$ cat config.mk
export PLATFORM = sky130hd
export DESIGN_NAME = ictl_top
export DESIGN_NICKNAME = d
export VERILOG_FILES = /design/src/rtl/ictl_pkg.sv /design/src/rtl/ictl_decode.sv /design/src/rtl/ictl_srcstate.sv /design/src/rtl/ictl_select.sv /design/src/rtl/ictl_top.sv
export SDC_FILE = /design/constraint.sdc
export NUM_CORES = 1
export LEC_CHECK = 0
export ABC_AREA = 1
export BUFFER_PORTS_ARGS = -buffer_cell sky130_fd_sc_hd__buf_2
export CELL_PAD_IN_SITES_DETAIL_PLACEMENT = 0
export CELL_PAD_IN_SITES_GLOBAL_PLACEMENT = 1
export CORE_UTILIZATION = 45
export DETAILED_ROUTE_END_ITERATION = 16
export GPL_TIMING_DRIVEN = 0
export PLACE_DENSITY = 0.85
export SYNTH_ARGS = -nofsm -noshare
export SYNTH_HDL_FRONTEND = slang
export SYNTH_SLANG_ARGS = --single-unit
$ cat constraint.sdc
create_clock -name clk -period 46.9 [get_ports clk]
set_clock_uncertainty 0.1 [all_clocks]
set_input_delay 4.69 -clock clk [delete_from_list [all_inputs] [get_ports clk]]
set_output_delay 4.69 -clock clk [all_outputs]
set_load 0.05 [all_outputs]
$ cat src/rtl/ictl_pkg.sv
package ictl_pkg;

    typedef enum logic [2:0] {
        RG_NONE,
        RG_PRIO,
        RG_PEND,
        RG_EN,
        RG_THR,
        RG_CLAIM
    } region_e;

    function automatic bit is_pow2(input int v);
        return (v > 0) && ((v & (v - 1)) == 0);
    endfunction

endpackage

$ cat src/rtl/ictl_decode.sv
module ictl_decode
    import ictl_pkg::*;
#(
    parameter int          NSRC       = 40,
    parameter int          NCTX       = 2,
    parameter logic [31:0] PRIO_BASE  = 32'h0000_0000,
    parameter logic [31:0] PEND_BASE  = 32'h0000_1000,
    parameter logic [31:0] EN_BASE    = 32'h0000_2000,
    parameter int          EN_STRIDE  = 128,
    parameter logic [31:0] CTX_BASE   = 32'h0001_0000,
    parameter int          CTX_STRIDE = 4096,
    parameter int          SW         = 6,
    parameter int          CW         = 1,
    parameter int          WIDX       = 1
) (
    input  logic [31:0]     addr_i,
    output region_e         region_o,
    output logic [SW-1:0]   src_o,
    output logic [CW-1:0]   ctx_o,
    output logic [WIDX-1:0] word_o
);
    localparam int          NWORDS    = (NSRC + 31) / 32;
    localparam int          ESH       = $clog2(EN_STRIDE);
    localparam int          CSH       = $clog2(CTX_STRIDE);
    localparam logic [31:0] PRIO_SPAN = 32'(NSRC * 4);
    localparam logic [31:0] PEND_SPAN = 32'(NWORDS * 4);
    localparam logic [31:0] EN_SPAN   = 32'(NCTX * EN_STRIDE);
    localparam logic [31:0] CTX_SPAN  = 32'(NCTX * CTX_STRIDE);

    logic [31:0] off_p, off_q, off_e, off_c;

    always_comb begin
        off_p    = addr_i - PRIO_BASE;
        off_q    = addr_i - PEND_BASE;
        off_e    = addr_i - EN_BASE;
        off_c    = addr_i - CTX_BASE;
        region_o = RG_NONE;
        src_o    = '0;
        ctx_o    = '0;
        word_o   = '0;
        if (addr_i[1:0] == 2'b00) begin
            if (addr_i >= PRIO_BASE && off_p < PRIO_SPAN) begin
                region_o = RG_PRIO;
                src_o    = off_p[SW+1:2];
            end else if (addr_i >= PEND_BASE && off_q < PEND_SPAN) begin
                region_o = RG_PEND;
                word_o   = off_q[WIDX+1:2];
            end else if (addr_i >= EN_BASE && off_e < EN_SPAN) begin
                ctx_o = off_e[ESH+CW-1:ESH];
                if (32'(off_e[ESH-1:2]) < 32'(NWORDS)) begin
                    region_o = RG_EN;
                    word_o   = off_e[WIDX+1:2];
                end
            end else if (addr_i >= CTX_BASE && off_c < CTX_SPAN) begin
                ctx_o = off_c[CSH+CW-1:CSH];
                if (off_c[CSH-1:0] == '0)
                    region_o = RG_THR;
                else if (32'(off_c[CSH-1:0]) == 32'd4)
                    region_o = RG_CLAIM;
            end
        end
    end

endmodule

$ cat src/rtl/ictl_srcstate.sv
module ictl_srcstate #(
    parameter int NSRC = 40,
    parameter int SW   = 6
) (
    input  logic            clk,
    input  logic            rst_n,
    input  logic [NSRC-1:0] src_i,
    input  logic            claim_fire_i,
    input  logic [SW-1:0]   claim_id_i,
    input  logic            done_fire_i,
    input  logic [SW-1:0]   done_id_i,
    output logic [NSRC-1:0] pend_o,
    output logic [NSRC-1:0] clm_o
);
    typedef struct packed {
        logic [NSRC-1:0] pend;
        logic [NSRC-1:0] clm;
    } st_t;

    st_t st_d, st_q;
    logic [NSRC-1:0] claim_mask, done_mask;

    always_comb begin
        claim_mask = '0;
        done_mask  = '0;
        if (claim_fire_i) claim_mask[claim_id_i] = 1'b1;
        if (done_fire_i)  done_mask[done_id_i]   = 1'b1;
        st_d      = st_q;
        // new input wins over the claim clear
        st_d.pend = (st_q.pend & ~claim_mask) | src_i;
        st_d.clm  = (st_q.clm & ~done_mask) | claim_mask;
    end

    always_ff @(posedge clk) begin
        if (!rst_n) st_q <= '0;
        else        st_q <= st_d;
    end

    assign pend_o = st_q.pend;
    assign clm_o  = st_q.clm;

    a_r11_input_sets: assert property (@(posedge clk) disable iff (!rst_n)
        (src_i != '0) |=> ((pend_o & $past(src_i)) == $past(src_i)));

    a_r9_claim_marks: assert property (@(posedge clk) disable iff (!rst_n)
        claim_fire_i |=> clm_o[$past(claim_id_i)]);

    a_r10_done_clears: assert property (@(posedge clk) disable iff (!rst_n)
        (done_fire_i && !claim_fire_i) |=> !clm_o[$past(done_id_i)]);

endmodule

$ cat src/rtl/ictl_select.sv
module ictl_select #(
    parameter int NSRC = 40,
    parameter int PW   = 3,
    parameter int SW   = 6
) (
    input  logic                     clk,
    input  logic                     rst_n,
    input  logic [NSRC-1:0]          cand_i,
    input  logic [NSRC-1:0][PW-1:0]  pri_i,
    input  logic [PW-1:0]            thr_i,
    output logic [SW-1:0]            id_o
);
    logic [PW-1:0] best_p;

    always_comb begin
        best_p = thr_i;
        id_o   = '0;
        for (int i = 1; i < NSRC; i++) begin
            if (cand_i[i] && pri_i[i] > best_p) begin
                best_p = pri_i[i];
                id_o   = SW'(i);
            end
        end
    end

    a_r8_winner_eligible: assert property (@(posedge clk) disable iff (!rst_n)
        (id_o != '0) |-> (cand_i[id_o] && pri_i[id_o] > thr_i));

endmodule

$ cat src/rtl/ictl_top.sv
module ictl_top
    import ictl_pkg::*;
#(
    parameter int          NSRC       = 40,
    parameter int          NCTX       = 2,
    parameter int          PRIO_MAX   = 7,
    parameter logic [31:0] PRIO_BASE  = 32'h0000_0000,
    parameter logic [31:0] PEND_BASE  = 32'h0000_1000,
    parameter logic [31:0] EN_BASE    = 32'h0000_2000,
    parameter int          EN_STRIDE  = 128,
    parameter logic [31:0] CTX_BASE   = 32'h0001_0000,
    parameter int          CTX_STRIDE = 4096
) (
    input  logic            clk,
    input  logic            rst_n,
    input  logic            bus_req_i,
    input  logic            bus_wr_i,
    input  logic [31:0]     bus_addr_i,
    input  logic [31:0]     bus_wdata_i,
    output logic [31:0]     bus_rdata_o,
    input  logic [NSRC-1:0] src_i,
    output logic [NCTX-1:0] irq_o
);
    localparam int NWORDS = (NSRC + 31) / 32;
    localparam int PADW   = NWORDS * 32;
    localparam int SW     = (NSRC > 1) ? $clog2(NSRC) : 1;
    localparam int CW     = (NCTX > 1) ? $clog2(NCTX) : 1;
    localparam int WIDX   = (NWORDS > 1) ? $clog2(NWORDS) : 1;
    localparam int PW     = $clog2(PRIO_MAX + 1);
    localparam bit WARL   = is_pow2(PRIO_MAX + 1);

    typedef struct packed {
        logic [NSRC-1:0][PW-1:0] pri;
        logic [NCTX-1:0][PW-1:0] thr;
        logic [NCTX-1:0][NSRC-1:0] en;
        logic [31:0]             rdata;
    } regs_t;

    regs_t r_d, r_q;

    region_e         region;
    logic [SW-1:0]   src_idx;
    logic [CW-1:0]   ctx_idx;
    logic [WIDX-1:0] word_idx;

    logic [NSRC-1:0] pend, clm;
    logic [NCTX-1:0][SW-1:0] sel_id;
    logic            rd_op, wr_op, claim_fire, done_fire, val_ok;
    logic [PW-1:0]   val_st;
    logic [PADW-1:0] pad_rd, pad_wr;

    ictl_decode #(
        .NSRC(NSRC), .NCTX(NCTX), .PRIO_BASE(PRIO_BASE), .PEND_BASE(PEND_BASE),
        .EN_BASE(EN_BASE), .EN_STRIDE(EN_STRIDE), .CTX_BASE(CTX_BASE),
        .CTX_STRIDE(CTX_STRIDE), .SW(SW), .CW(CW), .WIDX(WIDX)
    ) u_dec (
        .addr_i   (bus_addr_i),
        .region_o (region),
        .src_o    (src_idx),
        .ctx_o    (ctx_idx),
        .word_o   (word_idx)
    );

    ictl_srcstate #(.NSRC(NSRC), .SW(SW)) u_src (
        .clk          (clk),
        .rst_n        (rst_n),
        .src_i        (src_i),
        .claim_fire_i (claim_fire),
        .claim_id_i   (sel_id[ctx_idx]),
        .done_fire_i  (done_fire),
        .done_id_i    (bus_wdata_i[SW-1:0]),
        .pend_o       (pend),
        .clm_o        (clm)
    );

    for (genvar c = 0; c < NCTX; c++) begin : g_ctx
        ictl_select #(.NSRC(NSRC), .PW(PW), .SW(SW)) u_sel (
            .clk    (clk),
            .rst_n  (rst_n),
            .cand_i (pend & ~clm & r_q.en[c]),
            .pri_i  (r_q.pri),
            .thr_i  (r_q.thr[c]),
            .id_o   (sel_id[c])
        );
        assign irq_o[c] = (sel_id[c] != '0);
    end

    always_comb begin
        rd_op      = bus_req_i && !bus_wr_i;
        wr_op      = bus_req_i && bus_wr_i;
        claim_fire = rd_op && (region == RG_CLAIM) && (sel_id[ctx_idx] != '0);
        done_fire  = wr_op && (region == RG_CLAIM) && (bus_wdata_i < 32'(NSRC));
        val_ok     = WARL || (bus_wdata_i <= 32'(PRIO_MAX));
        val_st     = bus_wdata_i[PW-1:0];

        pad_rd = '0;
        if (region == RG_PEND) pad_rd[NSRC-1:0] = pend;
        else                   pad_rd[NSRC-1:0] = r_q.en[ctx_idx];
        pad_wr = pad_rd;
        pad_wr[word_idx*32 +: 32] = bus_wdata_i;

        r_d       = r_q;
        r_d.rdata = '0;
        if (rd_op) begin
            unique case (region)
                RG_PRIO:  r_d.rdata = 32'(r_q.pri[src_idx]);
                RG_PEND,
                RG_EN:    r_d.rdata = pad_rd[word_idx*32 +: 32];
                RG_THR:   r_d.rdata = 32'(r_q.thr[ctx_idx]);
                RG_CLAIM: r_d.rdata = 32'(sel_id[ctx_idx]);
                default:  r_d.rdata = '0;
            endcase
        end
        if (wr_op) begin
            unique case (region)
                RG_PRIO: if (src_idx != '0 && val_ok) r_d.pri[src_idx] = val_st;
                RG_THR:  if (val_ok) r_d.thr[ctx_idx] = val_st;
                RG_EN:   r_d.en[ctx_idx] = pad_wr[NSRC-1:0];
                default: ;
            endcase
        end
    end

    always_ff @(posedge clk) begin
        if (!rst_n) r_q <= '0;
        else        r_q <= r_d;
    end

    assign bus_rdata_o = r_q.rdata;

    a_r14_idle_zero: assert property (@(posedge clk) disable iff (!rst_n)
        !(bus_req_i && !bus_wr_i) |=> (bus_rdata_o == '0));

    a_r2_src0_fixed: assert property (@(posedge clk) disable iff (!rst_n)
        (bus_req_i && bus_wr_i && bus_addr_i == PRIO_BASE) |=> $stable(r_q.pri[0]));

endmodule

==> Word level (Yosys, flattened, before mapping) <==
Cells that the tools add are included.
{ "classes": {"n_addsub": 4, "mul": 0, "div": 0, "order_cmp": 96, "eq_ne": 6, "shift": 3, "n_mux": 200, "bitwise": 10, "reduce_logical": 104} }
{ "op_table": {"columns": ["cell", "count"], "rows": [
  ["two-way mux 3 bit", 96],
  ["two-way mux 40 bit", 6],
  ["greater-than comparator 3 bit", 78],
  ["AND 40 bit", 5],
  ["two-way mux 5 bit", 32],
  ["case mux 32 bit (4 select lines)", 1],
  ["bitwise mux 120 bit", 1],
  ["two-way mux 6 bit", 20],
  ["inverter 40 bit", 3],
  ["logical AND 1 bit", 92],
  ["bitwise mux 80 bit", 1],
  ["bitwise OR 40 bit", 2],
  ["bitwise mux 64 bit", 1],
  ["two-way mux 4 bit", 16],
  ["variable shift 32 x 34 -> 64 bit, first input constant", 1],
  ["variable part select 32 x 34 -> 64 bit", 1],
  ["variable part select 64 x 7 -> 32 bit", 1],
  ["demux 40 bit (select 1 bit)", 1],
  ["negator 6 -> 34 bit", 1],
  [">= comparator 32 x 1 -> 1 bit, second input constant", 1],
  [">= comparator 32 x 13 -> 1 bit, second input constant", 1],
  [">= comparator 32 x 14 -> 1 bit, second input constant", 1],
  [">= comparator 32 x 17 -> 1 bit, second input constant", 1],
  ["< comparator 32 x 14 -> 1 bit, second input constant", 1],
  ["30 further kinds", 59]
]} }
{ "totals": {"reg_bits": 318, "latch_bits": 0, "mem_bits_rw": 0, "rom_bits": 0, "input_bits": 108, "output_inout_bits": 34, "word_cells": 470, "mem_count": 0} }

==> Logic depth before layout (Yosys ltp) <==
{ "depth": {"depth_word": 129, "ltp_mapped": 304, "ltp_nobuf": 304} }

==> By module <==
A second synthesis with hierarchy kept.
{ "unflattened": {"cells_unflattened": 4124, "area_unflattened_um2": 26108.8} }
{ "by_module_without_submodules": {"columns": ["module", "instances", "cells_each", "area_per_inst_um2", "seq_area_each_um2"], "rows": [
  ["ictl_top", 1, 1823, 12231.7, 4764.6],
  ["ictl_select (g_ctx[1].u_sel)", 1, 820, 4924.7, 0.0],
  ["ictl_select (g_ctx[0].u_sel)", 1, 809, 4626.9, 0.0],
  ["ictl_srcstate", 1, 363, 2867.8, 1601.5],
  ["ictl_decode", 1, 309, 1457.6, 0.0]
]} }

==> Worst setup path after synthesis <==
No wires, ideal clock.
{ "synth_timing": {"path_type": "register -> output", "startpoint": "register r_q[114] in the netlist's numbering", "endpoint": "output irq_o[0]", "arrival_ns": 38.008, "required_ns": 42.110, "setup_slack_ns": 4.102, "stages_incl_launch_ff": 243, "path_buffers": 1, "path_cell_list": "dfxtp_1 -> inv_1 -> ha_1 -> nand2_1 -> nor2_2 -> nor2_4 -> nand2_4 -> o21ai_0 -> ha_1 -> o21ai_0 -> nand3_2 -> nand3_2 -> nand2_4 -> o21ai_0 -> ha_1 -> or2_2 -> o22ai_1 -> inv_4 -> [207 not listed] -> o21ai_0 -> ha_1 -> inv_1 -> nor2_1 -> o21a_1 -> o2111ai_1 -> o21ai_0 -> ha_1 -> a21oi_1 -> o21ai_0 -> nand4_1 -> nand2_1 -> inv_1 -> nand2_1 -> nor2_2 -> nand2_1 -> nor4_1 -> nand4_1"} }
{ "synth_between": {"elab_chain_cells": 118, "word_cells_on_any_way": 156, "classes_between": "39 x order compare; 77 x mux; 40 x reduce/logical"} }
{ "synth_lines": {"columns": ["element", "line", "source"], "rows": [
  ["start, declared", "ictl_top.sv:39", "regs_t r_d, r_q;"],
  ["start signal, assigned", "ictl_top.sv:126", "else r_q <= r_d;"],
  ["greater-than comparator 3 bit", "ictl_select.sv:19", "if (cand_i[i] && pri_i[i] > best_p) begin"],
  ["logical AND 1 bit", "ictl_select.sv:19", null],
  ["two-way mux 3 bit", "ictl_select.sv:19", null],
  ["greater-than comparator 3 bit", "ictl_select.sv:19", null],
  ["logical AND 1 bit", "ictl_select.sv:19", null],
  ["two-way mux 3 bit", "ictl_select.sv:19", null],
  ["greater-than comparator 3 bit", "ictl_select.sv:19", null],
  ["logical AND 1 bit", "ictl_select.sv:19", null],
  ["[102 not listed]", null, null],
  ["two-way mux 3 bit", "ictl_select.sv:19", null],
  ["greater-than comparator 3 bit", "ictl_select.sv:19", null],
  ["logical AND 1 bit", "ictl_select.sv:19", null],
  ["two-way mux 3 bit", "ictl_select.sv:19", null],
  ["greater-than comparator 3 bit", "ictl_select.sv:19", null],
  ["logical AND 1 bit", "ictl_select.sv:19", null],
  ["two-way mux 6 bit (*)", "ictl_select.sv:19", null],
  ["nonzero test 6 bit (*)", "ictl_top.sv:85", "assign irq_o[c] = (sel_id[c] != '0);"],
  ["end, declared", "ictl_top.sv:22", "output logic [NCTX-1:0] irq_o"]
]} }
Mark *: on every way between the ends. The rest lies on a longest branch, timed or not.

==> Worst setup path after layout <==
Same ends and word-level chain as after synthesis.

==> impl_metrics.json <==
{
  "fmax_ghz": 0.0230,
  "status": "finished clean",
  "hold_viol_final": 0,
  "ys_seq_elements": 317,
  "finalSetupViolCount": 0,
  "fp-row-count": 87,
  "finalWeightedCongestion": 1.04,
  "die_area_um2": 58700,
  "n_fill_cell": 5903,
  "yosys-top-cells-area": "dfxtp_1 24%, o21ai_0 8.6%, nand2_1 8.2%, inv_1 7.8%, a21oi_1 6.3%",
  "totalPowerFinal_mw": 0.613,
  "grt_max_degree": 14,
  "cp-end-kind": "output pin",
  "worstSkewPairLatency_ns": 0.57,
  "clock-root-buffer": "clkbuf_16",
  "dpl.hpwl_mm": 83.7,
  "min_period_over_period": 0.927,
  "antenna_found_initial": 3,
  "arrival_ns": 38.67,
  "synth-xor-area-share": 0.00674,
  "path_class": "register to output pin",
  "synth_top_family_by_area": "simple AND/OR/NAND/NOR gates",
  "clock_power_share": 0.488,
  "syn_to_final_growth_pct": 12.5,
  "regToRegSetupSlack_ns": 7.79,
  "ys_async_sr_fraction": 0,
  "cts_tree": "done",
  "syn-num-nets": 4171,
  "synth-adder-area-share": 0.0443,
  "crit_path_start_kind": "register",
  "period_needed_ns": 43.46,
  "totalWireLength_mm": 102,
  "pre_cts_slack_ns": -0.987,
  "wire_per_inst_um": 20.7,
  "multiInputGateArea_um2": 16900,
  "crit_slowest_cell": "dfxtp_2",
  "syn_inst": 3971,
  "slowest_delay_ns": 0.37,
  "rr_endpoint": "u_src.pend_o[31]",
  "critical_path.top_delay_family": "simple AND/OR/NAND/NOR gates",
  "grt_overflow": 0,
  "worstPathRequired_ns": 42.11,
  "fin_util": 0.515,
  "relSlewSlack": 0.0236,
  "slew_viol_final": 0,
  "cts_max_path_buffers": 3,
  "ios": 142,
  "drive_gt1_frac": 0.205,
  "whs_ns": 0.328,
  "maxCapViolCount": 0,
  "p_sw_mw": 0.159,
  "peakVddDrop_mv": 0.0282,
  "synth.avg_cell_area_um2": 6.54,
  "reg2reg_from": "r_q[114]",
  "synth-compound-area-share": 0.247,
  "synth_edf_count": 0,
  "tightest_slew_ns": 1.45,
  "port_buffers": 132,
  "grt_pass1_vias": 25400,
  "hp-start": "r_q[119]",
  "leakagePower_nw": 12.8,
  "fin_setup_tns_ns": 0,
  "worst-path-max-fanout": 10,
  "h-tree-depth": 2,
  "timing.critical_path.mode_cell": "nand2_1",
  "power.share.sequential": 0.449,
  "synth_top_area_share": 0.244,
  "die_w_um": 242,
  "grt_pass1_wl_mm": 153,
  "vias_per_cell": 5.70,
  "cp.buffers_inverters": 17,
  "swShare": 0.259,
  "yosys.area_share.simple": 0.337,
  "numCtsBuffers": 37,
  "min_to": "r_q[119]",
  "fp.dieH_um": 242,
  "ys_types": 73,
  "holdCritPathClass": "register to register",
  "gr-usage-all-layers": 0.337,
  "drt_iter0_drc": 2842,
  "start_util": 0.458,
  "path_clk_slew_ns": 0.06,
  "regArea_um2": 6350,
  "yosys.area.top_type": "dfxtp_1",
  "cts_hold_buf": 0,
  "ys_seq_area_frac": 0.244,
  "netlist_area_um2": 26000,
  "pwr_density_cell_nw_per_um2": 21.0,
  "synth_mux_area_frac": 0,
  "intPower_mw": 0.455,
  "ant_nets": 0,
  "vias": 28100,
  "combPwrFrac": 0.063,
  "nNetsFinal": 4344,
  "drc": 0,
  "core_area_um2": 56700,
  "hold_depth": 2,
  "fin_ws_ns": 3.44,
  "reg2reg_depth": 288,
  "clock-sinks": 317,
  "ys_warn_count": 0,
  "dr.pass1.iters": 6,
  "synthFlopType": "dfxtp_1"
}
[state kept, by name (all words and copies together), names as in the netlist]
register and flops:
u_src.clm_o 39, u_src.pend_o 40, bus_rdata_o 32, r_q 206
[per-layer routing]
| layer | global-route usage | vias to the layer above | share of wire |
|---|---|---|---|
| li1 | - | 13700 | - |
| met1 | 0.470 | 12900 | 0.44 |
| met2 | 0.515 | 1285 | 0.43 |
| met3 | 0.0615 | 214 | 0.096 |
| met4 | 0.121 | 0 | 0.037 |
| met5 | 0 | - | 0 |
[through the flow]
| stage | instances | area (um2) |
|---|---|---|
| 2_1_floorplan | 3971 | 26000 |
| 3_3_place_gp | 4859 | 27600 |
| 3_5_place_dp | 4859 | 27600 |
| 4_1_cts | 4926 | 28900 |
| 5_1_grt | 4930 | 29200 |
| 6_report | 4930 | 29200 |
[power by group through the flow]
stage	sequential, mW	combinational [mW]	clock, mW
2_1_floorplan	0.279	0.0192	0
5_1_grt	0.275	0.0405	0.311
3_5_place_dp	0.281	0.0369	0
4_1_cts	0.275	0.0371	0.300
6_report	0.275	0.0385	0.300
3_3_place_gp	0.281	0.0371	0
[kinds of logic after synthesis]
group	after synthesis
xor+xnor	20
fa+ha+maj	92
buf+inv	746
simple gates	1704
flops	317
compound gates	1092
[worst min-delay path, stage by stage (launching register included)]
cell and delay [ns]:
dfxtp_1 0.31, nand2_1 0.05, inv_1 0.03
[Yosys cell counts (17+ instances only)]
cell,instances
nor3_1,72
nor2_1,383
a21oi_2,59
clkinv_1,17
nand2_1,568
nor4_1,23
nand3_2,98
buf_4,32
clkbuf_1,92
nand2_2,201
a211oi_1,76
xor2_1,20
o22ai_1,51
nand3_1,228
a21oi_1,325
o21ai_0,445
ha_1,92
nand2_4,43
dfxtp_1,317
nand4_1,31
inv_1,538
inv_2,38
[cells in the final DEF, fill, tap and decap left out, types with 56 or more instances in the layout]
master	instances
clkbuf_1	97
nor3_1	69
o21ai_1	56
o21ai_0	330
o21ai_2	66
a21oi_2	59
ha_1	92
nor2_1	383
nand3_1	228
buf_2	130
nand2_1	566
dfxtp_1	313
a21oi_1	325
nand2_2	203
inv_1	535
nand3_2	98
a211oi_1	76
[worst max path at each step]
stage | cells past startpoint | to | slack [ns] | startpoint
finish | 283 | irq_o[0] | 3.44 | r_q[114]
global route | 286 | irq_o[0] | -0.09 | r_q[114]
global placement | 242 | irq_o[0] | -0.96 | r_q[123]
detailed placement | 242 | irq_o[0] | -0.99 | r_q[123]
CTS | 246 | irq_o[0] | 0.04 | r_q[114]
floorplan | 242 | irq_o[0] | 4.10 | r_q[114]
[cell type report]
| class | count | area share |
|---|---|---|
| flip-flops and latches | 317 | 0.217 |
| diodes | 2 | 0.000171 |
| well taps | 756 | 0.0324 |
| clock buffers | 48 | 0.0351 |
| clock inverters | 19 | 0.00698 |
| plain buffers | 146 | 0.0289 |
| multi-input cells | 2908 | 0.577 |
| repair buffers | 134 | 0.0234 |
| inverters | 600 | 0.0784 |
[repair_timing]
item	4_1_cts	5_1_grt
cloned	0	0
resized for setup	36	176
endpoints found under the setup margin	2	13
pin swaps	0	4
buffers inserted	0	2
(Power assumes the default switching activity.)
